===== config.mk =====
export PLATFORM = sky130hd
export DESIGN_NAME = mgpio_top
export DESIGN_NICKNAME = d
export VERILOG_FILES = /design/src/rtl/mgpio_pkg.sv /design/src/rtl/mgpio_sync.sv /design/src/rtl/mgpio_detect.sv /design/src/rtl/mgpio_regs.sv /design/src/rtl/mgpio_top.sv
export SDC_FILE = /design/constraint.sdc
export NUM_CORES = 1
export LEC_CHECK = 0
export BUFFER_PORTS_ARGS = -buffer_cell sky130_fd_sc_hd__buf_2
export CORE_MARGIN = 4
export CORE_UTILIZATION = 45
export CTS_BUF_LIST = sky130_fd_sc_hd__clkbuf_16
export DETAILED_ROUTE_END_ITERATION = 10
export PLACE_DENSITY = 0.71
export SYNTH_ARGS = -nofsm -noshare
export SYNTH_HDL_FRONTEND = slang
export SYNTH_HIERARCHICAL = 1
export SYNTH_SLANG_ARGS = --single-unit

===== constraint.sdc =====
create_clock -name clk -period 2.96 [get_ports clk]
set_clock_uncertainty 0.2 [all_clocks]
set_input_delay 0.592 -clock clk [delete_from_list [all_inputs] [get_ports clk]]
set_output_delay 0.592 -clock clk [all_outputs]
set_load 0.05 [all_outputs]

===== src/rtl/mgpio_pkg.sv =====
package mgpio_pkg;

  localparam logic [11:0] OFS_DIR   = 12'h400;
  localparam logic [11:0] OFS_SENSE = 12'h404;
  localparam logic [11:0] OFS_BOTH  = 12'h408;
  localparam logic [11:0] OFS_POL   = 12'h40C;
  localparam logic [11:0] OFS_IE    = 12'h410;
  localparam logic [11:0] OFS_RAW   = 12'h414;
  localparam logic [11:0] OFS_MSK   = 12'h418;
  localparam logic [11:0] OFS_CLR   = 12'h41C;
  localparam logic [11:0] OFS_ALT   = 12'h420;
  localparam logic [11:0] OFS_ID0   = 12'hFE0;

  typedef enum logic [3:0] {
    RS_NONE, RS_DATA, RS_DIR, RS_SENSE, RS_BOTH, RS_POL,
    RS_IE, RS_RAW, RS_MSK, RS_CLR, RS_ALT, RS_ID
  } regsel_e;

  function automatic logic [7:0] id_byte(input logic [2:0] idx);
    case (idx)
      3'd0: id_byte = 8'h3A;
      3'd1: id_byte = 8'h17;
      3'd2: id_byte = 8'h05;
      3'd3: id_byte = 8'h00;
      3'd4: id_byte = 8'hC1;
      3'd5: id_byte = 8'h9E;
      3'd6: id_byte = 8'h42;
      default: id_byte = 8'h6D;
    endcase
  endfunction

endpackage


===== src/rtl/mgpio_sync.sv =====
module mgpio_sync #(
  parameter int W      = 8,
  parameter int STAGES = 2
) (
  input  logic         clk,
  input  logic         rst,
  input  logic [W-1:0] d,
  output logic [W-1:0] q
);
  logic [STAGES-1:0][W-1:0] chain;

  always_ff @(posedge clk) begin
    if (rst) chain <= '0;
    else     chain <= {chain[STAGES-2:0], d};
  end

  assign q = chain[STAGES-1];
endmodule


===== src/rtl/mgpio_detect.sv =====
module mgpio_detect #(
  parameter int W = 8
) (
  input  logic         clk,
  input  logic         rst,
  input  logic [W-1:0] lvl,
  input  logic [W-1:0] sense,
  input  logic [W-1:0] both,
  input  logic [W-1:0] pol,
  input  logic [W-1:0] clr,
  output logic [W-1:0] edge_evt,
  output logic [W-1:0] raw
);
  for (genvar i = 0; i < W; i++) begin : g_pin
    logic prev_q;
    logic raw_q;
    logic rise, fall, hit, match;

    always_comb begin
      rise  = lvl[i] & ~prev_q;
      fall  = ~lvl[i] & prev_q;
      hit   = both[i] ? (rise | fall) : (pol[i] ? rise : fall);
      match = pol[i] ? lvl[i] : ~lvl[i];
    end

    always_ff @(posedge clk) begin
      if (rst) begin
        prev_q <= 1'b0;
        raw_q  <= 1'b0;
      end else begin
        prev_q <= lvl[i];
        if (sense[i]) raw_q <= match;
        else          raw_q <= (raw_q & ~clr[i]) | hit;
      end
    end

    assign edge_evt[i] = hit;
    assign raw[i]      = raw_q;
  end
endmodule


===== src/rtl/mgpio_regs.sv =====
module mgpio_regs
  import mgpio_pkg::*;
#(
  parameter int W  = 8,
  parameter int AW = 12
) (
  input  logic          clk,
  input  logic          rst,
  input  logic          bus_sel,
  input  logic          bus_wr,
  input  logic [AW-1:0] bus_addr,
  input  logic [W-1:0]  bus_wdata,
  input  logic [W-1:0]  pin_lvl,
  input  logic [W-1:0]  raw,
  output logic [W-1:0]  dout_q,
  output logic [W-1:0]  dir_q,
  output logic [W-1:0]  sense_q,
  output logic [W-1:0]  both_q,
  output logic [W-1:0]  pol_q,
  output logic [W-1:0]  ie_q,
  output logic [W-1:0]  alt_q,
  output logic [W-1:0]  clr_pulse,
  output logic [W-1:0]  rdata_q
);
  localparam int MHI = W + 1;

  regsel_e      sel;
  logic [W-1:0] amask;
  logic [W-1:0] rd_mux;
  logic         wr_en;
  logic [W-1:0] wmask;

  assign amask = bus_addr[MHI:2];
  assign wr_en = bus_sel & bus_wr;
  assign wmask = amask & dir_q;

  always_comb begin
    sel = RS_NONE;
    if (bus_addr[AW-1:MHI+1] == '0)                            sel = RS_DATA;
    else if (bus_addr == AW'(OFS_DIR))                          sel = RS_DIR;
    else if (bus_addr == AW'(OFS_SENSE))                        sel = RS_SENSE;
    else if (bus_addr == AW'(OFS_BOTH))                         sel = RS_BOTH;
    else if (bus_addr == AW'(OFS_POL))                          sel = RS_POL;
    else if (bus_addr == AW'(OFS_IE))                           sel = RS_IE;
    else if (bus_addr == AW'(OFS_RAW))                          sel = RS_RAW;
    else if (bus_addr == AW'(OFS_MSK))                          sel = RS_MSK;
    else if (bus_addr == AW'(OFS_CLR))                          sel = RS_CLR;
    else if (bus_addr == AW'(OFS_ALT))                          sel = RS_ALT;
    else if (bus_addr >= AW'(OFS_ID0) && bus_addr[1:0] == 2'b00) sel = RS_ID;
  end

  assign clr_pulse = (wr_en && sel == RS_CLR) ? bus_wdata : '0;

  always_ff @(posedge clk) begin
    if (rst) begin
      dout_q  <= '0;
      dir_q   <= '0;
      sense_q <= '0;
      both_q  <= '0;
      pol_q   <= '0;
      ie_q    <= '0;
      alt_q   <= '0;
    end else if (wr_en) begin
      case (sel)
        RS_DATA:  dout_q  <= (dout_q & ~wmask) | (bus_wdata & wmask);
        RS_DIR:   dir_q   <= bus_wdata;
        RS_SENSE: sense_q <= bus_wdata;
        RS_BOTH:  both_q  <= bus_wdata;
        RS_POL:   pol_q   <= bus_wdata;
        RS_IE:    ie_q    <= bus_wdata;
        RS_ALT:   alt_q   <= bus_wdata;
        default:  ;
      endcase
    end
  end

  always_comb begin
    case (sel)
      RS_DATA:  rd_mux = amask & ((dir_q & dout_q) | (~dir_q & pin_lvl));
      RS_DIR:   rd_mux = dir_q;
      RS_SENSE: rd_mux = sense_q;
      RS_BOTH:  rd_mux = both_q;
      RS_POL:   rd_mux = pol_q;
      RS_IE:    rd_mux = ie_q;
      RS_RAW:   rd_mux = raw;
      RS_MSK:   rd_mux = raw & ie_q;
      RS_ALT:   rd_mux = alt_q;
      RS_ID:    rd_mux = W'(id_byte(bus_addr[4:2]));
      default:  rd_mux = '0;
    endcase
  end

  always_ff @(posedge clk) begin
    if (rst)                   rdata_q <= '0;
    else if (bus_sel && !bus_wr) rdata_q <= rd_mux;
  end
endmodule


===== src/rtl/mgpio_top.sv =====
module mgpio_top #(
  parameter int NPIN        = 8,
  parameter int AW          = 12,
  parameter int SYNC_STAGES = 2
) (
  input  logic            clk,
  input  logic            rst,
  input  logic            bus_sel,
  input  logic            bus_wr,
  input  logic [AW-1:0]   bus_addr,
  input  logic [NPIN-1:0] bus_wdata,
  output logic [NPIN-1:0] bus_rdata,
  input  logic [NPIN-1:0] pin_in,
  output logic [NPIN-1:0] pin_out,
  output logic [NPIN-1:0] pin_oe,
  output logic [NPIN-1:0] alt_sel,
  output logic            irq,
  output logic [NPIN-1:0] irq_vec
);
  logic [NPIN-1:0] lvl_w, raw_w, edge_w, clr_w;
  logic [NPIN-1:0] sense_w, both_w, pol_w, ie_w;
  logic [NPIN-1:0] mis_q;
  logic            irq_q;

  mgpio_sync #(.W(NPIN), .STAGES(SYNC_STAGES)) u_sync (
    .clk(clk), .rst(rst), .d(pin_in), .q(lvl_w)
  );

  mgpio_regs #(.W(NPIN), .AW(AW)) u_regs (
    .clk(clk), .rst(rst),
    .bus_sel(bus_sel), .bus_wr(bus_wr), .bus_addr(bus_addr), .bus_wdata(bus_wdata),
    .pin_lvl(lvl_w), .raw(raw_w),
    .dout_q(pin_out), .dir_q(pin_oe), .sense_q(sense_w), .both_q(both_w),
    .pol_q(pol_w), .ie_q(ie_w), .alt_q(alt_sel), .clr_pulse(clr_w),
    .rdata_q(bus_rdata)
  );

  mgpio_detect #(.W(NPIN)) u_det (
    .clk(clk), .rst(rst), .lvl(lvl_w), .sense(sense_w), .both(both_w),
    .pol(pol_w), .clr(clr_w), .edge_evt(edge_w), .raw(raw_w)
  );

  always_ff @(posedge clk) begin
    if (rst) begin
      mis_q <= '0;
      irq_q <= 1'b0;
    end else begin
      mis_q <= raw_w & ie_w;
      irq_q <= |(raw_w & ie_w);
    end
  end

  assign irq_vec = mis_q;
  assign irq     = irq_q;
endmodule


==> impl_results.md, run 1 <==
* Slew HR at 57.4%
* Post-CTS Setup Inserts at 0
* Drt pass-1 iters at 7
* Startpoint class of the critical path: primary input
* Grt peak-use layer: met2
* Clk root buf: clkbuf_16
* Clock Latency Late Sink at approximately 350 ps
* First-pass GRT wire length at 22400 µm
* Initial DRC count at 363
* Synth warn at 6
* Post-cts sizing count at 0
* Setup TNS at 0 ps
* Worst min path class: reg -> reg
* Die height at 117 µm
* Die Wd at 117 µm
* Final Power at between 2 and 3 mW
* Avg Inst Size Synth at 9.02 µm²
* Antenna violations before repair at 0
* Synthesized instance count at 591
* Num rows at 39
* Worst Tran Pin Value at 637 ps
* Nets at 700
* Status: completed
* Via count at 4444
* Setup slack, reg-to-reg at 1280 ps
* All-layer global routing usage at 21.5%
* PortBufs at 72
* RR Endpoint: u_regs/rdata_q[0]
* Post-Route Utilization at 53.1%
* Cts bufs inserted at 9
* Finished Layout Cells at 800
* Final wirelength at ~15000 µm
* Synthesized Nets at 639
* Vias in the first global route at 4202
* CTS sink cnt at around 110
* Met3 usage in global routing at 6.48%
* Met1 GRT Util at 29.2%
* Antenna Nets Post-Route at 0
* CP endpoint: u_det/g_pin[3].raw_q
* Grt ovf at 0
* Final hold violations at 0
* Finish-stage setup viols at 0
* Wire length per cell at around 18 µm
* Largest net degree at the start of global routing at 62
* Post-route minimum period at 2380 ps
* VDD IR max at 0.000247 V
* Total die area at 13700 µm²
* H-tree levels at 3
* R2r worst-path depth at 5
* Worst Path Max Fanout at 8
* Syn Std Cell Area at approximately 5300 µm²
* R2r startpoint: u_regs/dir_q[0]
* CTS Hold Buffers Added at 0
* Lkg Pwr at 2.90 nW
* Reg clk slew, reported paths at 70 ps
* Worst Path Required at 3000 ps
* Peak Freq at 0.420 GHz
* WP data arrival at 2420 ps
* RSZ-0062 raised after global routing: false
* Vias/cell at 5.56
* DP Wirelength at 10300 µm
* Max cap viols at 0
* Crit path kind: in -> reg
* Slew Limit Fails at 0
* Placed cells at 784
* Layout cell share with drive strength beyond 1 at roughly a fifth
* # DRC at 0
* Diodes inserted at 0
* Crit share post-route at 80.4%
* Gpl congestion at 0.937
* Core area at 11500 µm²
* I/O Pins at 73
* Worst setup path startpoint: bus_addr[9]
* Worst setup EP type: flip-flop
* Pwr/cell area at 479 nW/µm²
* CTS tree: done
* GR Util met2 at approximately 33%
* Starting Density at 46.3%
* Area grow syn2layout at 14.6%
* Max Buffers Root-to-Sink at 2
[layout make-up]
cell class	instances	area, µm²
Tap cell	143	179
Clock buffer	9	225
Multi-Input combinational cell	404	2830
Inverter	35	131
Timing Repair Buffer	97	563
Sequential cell	105	2100
Fill cell	1059	5400
Clock inverter	7	78.8
[worst max-delay path, cell delays in order]
cell     delay [ps]
buf_2           120
or4_4           560
nor4_4          270
and3_1          180
buf_4           180
and2_1          160
o22ai_1          80
o31a_1          280
[worst min-delay path by stage]
stage | startpoint | endpoint | slack (ps) | cells after the start
global placement | u_sync/chain[4] | u_sync/q[4] | 220 | 1
floorplan | u_sync/chain[3] | u_sync/q[3] | 210 | 1
global route | pin_in[2] | u_sync/chain[2] | 240 | 2
CTS | pin_in[2] | u_sync/chain[2] | 240 | 2
detailed placement | u_sync/chain[5] | u_sync/q[5] | 220 | 1
finish | u_sync/chain[3] | u_sync/q[3] | 240 | 1
[sequential cells by signal (all words and copies together) (netlist names), named ones only]
name / flops
u_det/g_pin.prev_q: 8
u_regs/alt_q: 8
u_det/g_pin.raw_q: 8
u_regs/sense_q: 8
u_regs/ie_q: 8
u_sync/chain: 8
u_regs/both_q: 8
u_sync/q: 8
u_regs/dir_q: 8
irq: 1
u_regs/pol_q: 8
irq_vec: 8
u_regs/rdata_q: 8
[report_power, final]
group | internal [mW] | switching (mW)
logic | 0.0895 | 0.170
clock network | 0.665 | 0.555
registers | 1.43 | 0.0160
total | 2.19 | 0.741
[metrics by stage]
| step | hold slack [ps] | setup slack [ps] | area [µm²] |
|---|---|---|---|
| after floorplan | 215 | 83.6 | 5330 |
| after global placement | 225 | 250 | 5810 |
| after detailed placement | 220 | 231 | 5810 |
| after CTS | 238 | 591 | 6110 |
| after global routing | 242 | 513 | 6110 |
| final | 237 | 581 | 6110 |
[placed cells by master, fill, tap and decap left out, drive strengths merged, types with 16 or more instances in the layout]
master	n
nand3	19
inv	37
dfxtp	105
ha	16
nor2	101
a21oi	19
buf	97
nand2	30
mux2i	82
nor2b	18
[layer usage]
layer / part of all wire [%] / vias to the layer above
met4: 2.8 / 0
met3: 10 / 35
met1: 43 / 2033
li1: - / 2141
met2: 44 / 235
met5: 0 / -
Note: power is estimated with default switching activity, not from simulation.
==> run 2, diff against run 1 <==
--- a/config.mk
+++ b/config.mk
@@ -5,12 +5,13 @@
 export SDC_FILE = /design/constraint.sdc
 export NUM_CORES = 1
 export LEC_CHECK = 0
+export ABC_AREA = 1
 export BUFFER_PORTS_ARGS = -buffer_cell sky130_fd_sc_hd__buf_2
 export CORE_MARGIN = 4
 export CORE_UTILIZATION = 45
 export CTS_BUF_LIST = sky130_fd_sc_hd__clkbuf_16
 export DETAILED_ROUTE_END_ITERATION = 10
-export PLACE_DENSITY = 0.71
+export PLACE_DENSITY = 0.68
 export SYNTH_ARGS = -nofsm -noshare
 export SYNTH_HDL_FRONTEND = slang
 export SYNTH_HIERARCHICAL = 1
==> constraint.sdc (replaced) <==
create_clock -name clk -period 2.5 [get_ports clk]
set_clock_uncertainty 0.2 [all_clocks]
set_input_delay 0.5 -clock clk [delete_from_list [all_inputs] [get_ports clk]]
set_output_delay 0.5 -clock clk [all_outputs]
set_load 0.05 [all_outputs]
==> impl_results.md, run 2 <==
* Final Power at 3.39 mW (was 2.93 mW)
* Worst min path class: in -> reg (was reg -> reg)
* Clk root buf: clkbuf_16 (unchanged)
* Gpl congestion at 0.981 (was 0.937)
* Antenna violations before repair at 0 (unchanged)
* WP buf/inv at 3 (was 2)
* Nets at 948 (was 700)
* Num rows at 42 (was 39)
* Final hold violations at 0 (unchanged)
* Status: completed (unchanged)
* Vias/cell at 5.09 (was 5.56)
* Via count at 5502 (was 4444)
* Die height at 124 µm (was 117 µm)
* NetSw at 0.852 mW (was 0.741 mW)
* Total die area at 15400 µm² (was 13700 µm²)
* Reg power frac at 50.4% (was 49.5%)
* CTS tree: done (unchanged)
* Final hold slack at 140 ps (was 237 ps)
* H-tree levels at 3 (unchanged)
* Lkg Pwr at 3.05 nW (was 2.90 nW)
* Synthesized instance count at 857 (was 591)
* Levels on crit path at 12 (was 8)
* Area grow syn2layout at 10.1% (was 14.6%)
* Post-cts sizing count at 0 (unchanged)
* I/O Pins at 73 (unchanged)
* Grt ovf at 0 (unchanged)
* Antenna Nets Post-Route at 0 (unchanged)
* CTS sink cnt at 105 (unchanged)
* Post-route minimum period at 2070 ps
* Leading cell type in the layout, fill and taps excluded: nand2_1 (was dfxtp_1)
* Cts bufs inserted at 9 (unchanged)
* Setup slack, reg-to-reg at 840 ps (was 1280 ps)
* Sw Share at 25.1% (was 25.3%)
* Most used cells in the layout excluding fill and tap cells: nand2_1, inv_1, dfxtp_1 (was dfxtp_1, nor2_1, mux2i_1)
* Core area at 13200 µm² (was 11500 µm²)
* Synth warn at 6 (unchanged)
* PortBufs at 72 (unchanged)
* WP data arrival at 2120 ps (was 2420 ps)
* Post-CTS Setup Inserts at 0 (unchanged)
* Reg clk slew, reported paths at 70 ps (about the same)
* Initial DRC count at 500 (was 363)
* Diodes inserted at 0 (unchanged)
* Cells along the critical path: buf_2 > inv_4 > nor2_1 > nand2_2 > nor2_4 > o21ai_1 > a31oi_4 > nand3_4 > nor2_2 > inv_1 > a21oi_1 > a21oi_2 (was buf_2 > or4_4 > nor4_4 > and3_1 > buf_4 > and2_1 > o22ai_1 > o31a_1)
* DP Wirelength at 12300 µm (was 10300 µm)
* Worst Path Required at 2550 ps (was 3000 ps)
* First-pass GRT wire length at 26100 µm (was 22400 µm)
* RSZ-0062 raised after global routing: false (unchanged)
* Slew HR at 70.1% (was 57.4%)
* Setup TNS at 0 ps (unchanged)
* Worst Path Max Fanout at 9 (was 8)
* Peak Freq at 0.482 GHz
* CP endpoint: u_det/g_pin[4].raw_q (was u_det/g_pin[3].raw_q)
* Fin area at 6660 µm² (was 6110 µm²)
* Layout cell share with drive strength beyond 1 at 20.6% (was 21.3%)
* Max Buffers Root-to-Sink at 2 (unchanged)
* Drt pass-1 iters at 5 (was 7)
* R2r worst-path depth at 7 (was 5)
* VDD IR max at 0.000445 V (was 0.000247 V)
* Avg Inst Size Synth at 7.05 µm² (was 9.02 µm²)
* Worst Tran Pin Value at 448 ps (was 637 ps)
* Placed Area at 6370 µm² (was 5810 µm²)
* Startpoint class of the critical path: primary input (unchanged)
* Clock network fraction of total power at 42.0% (was 41.6%)
* Wire length per cell at 15.4 µm (was 18.2 µm)
* Int Pwr at 2.54 mW (was 2.19 mW)
* CP peak stage delay at 200 ps (was 560 ps)
* Worst setup EP type: flip-flop (unchanged)
* Critical-path top delay cell: buf_2 (was or4_4)
* Die Wd at 124 µm (was 117 µm)
* R2r startpoint: u_regs/dir_q[4] (was u_regs/dir_q[0])
* Slew Limit Fails at 0 (unchanged)
* All-layer global routing usage at 22.6% (was 21.5%)
* Worst setup path startpoint: bus_addr[4] (was bus_addr[9])
* Crit path kind: in -> reg (unchanged)
* Starting Density at 45.8% (was 46.3%)
* Crit share post-route at 82.9%
* Pwr/cell area at 510 nW/µm² (was 479 nW/µm²)
* Synthesized Nets at 905 (was 639)
* Max cap viols at 0 (unchanged)
* Logic pwr share at 7.5% (was 8.8%)
* Vias in the first global route at 4697 (was 4202)
* CP top delay family: simple AND/OR/NAND/NOR gates (unchanged)
* Finish-stage setup viols at 0 (unchanged)
* RR Endpoint: u_regs/rdata_q[4] (was u_regs/rdata_q[0])
* Clock Latency Late Sink at 360 ps (was 350 ps)
* # DRC at 0 (unchanged)
* Largest net degree at the start of global routing at 45 (was 62)
* CTS Hold Buffers Added at 0 (unchanged)
* Syn Std Cell Area at 6040 µm² (was 5330 µm²)
* Final wirelength at 16700 µm (was 14500 µm)
run 2: metrics by stage:
stage               cells  util, %  worst slack (ps)
floorplan             857        -               384
global placement     1065     48.3               148
detailed placement   1065     48.3               100
CTS                  1080     50.5               464
global route         1080     50.5               284
finish               1080     50.5               427
run 2: final cells by class:
cell class | count | area, µm²
fill | 1354 | 6530
multi-input combinational | 567 | 3060
sequential | 105 | 2100
inverter | 132 | 504
timing repair buffer | 85 | 485
clock buffer | 9 | 225
tap | 176 | 220
clock inverter | 6 | 65.1
run 2: per-layer routing:
layer  share of wire (%)  vias to the layer above  wire length [µm]  track usage [%]
met5                   0                        -                 0                0
met4                 2.2                        0               367             7.32
met3                 9.0                       22              1510             6.36
met2                  43                      209              7190             33.1
met1                  46                     2473              7600             32.0
li1                    -                     2798                 -                -
run 2: power groups by stage:
stage | logic, mW | clock network (mW) | registers [mW]
final | 0.255 | 1.43 | 1.71
after global routing | 0.282 | 1.53 | 1.71
after CTS | 0.253 | 1.47 | 1.71
after detailed placement | 0.251 | 0 | 1.75
after global placement | 0.253 | 0 | 1.75
after floorplan | 0.189 | 0 | 1.74
run 2: worst reg2reg max path: cells and delay by family, from the launching register on:
kind                   cells  cell delay (ps)
AO/OA/AOI/OAI              2              310
buffers and inverters      1              100
AND/OR/NAND/NOR            4              480
flip-flops                 1              450
run 2: worst min-delay path by stage:
stage	start	to	slack [ps]	depth (start not counted)
2_1_floorplan	u_sync/chain[0]	u_sync/q[0]	190	2
3_3_place_gp	u_sync/chain[4]	u_sync/q[4]	190	2
3_5_place_dp	u_sync/chain[4]	u_sync/q[4]	190	2
4_1_cts	pin_in[6]	u_sync/chain[6]	130	3
5_1_grt	pin_in[5]	u_sync/chain[5]	140	3
6_report	pin_in[6]	u_sync/chain[6]	140	3
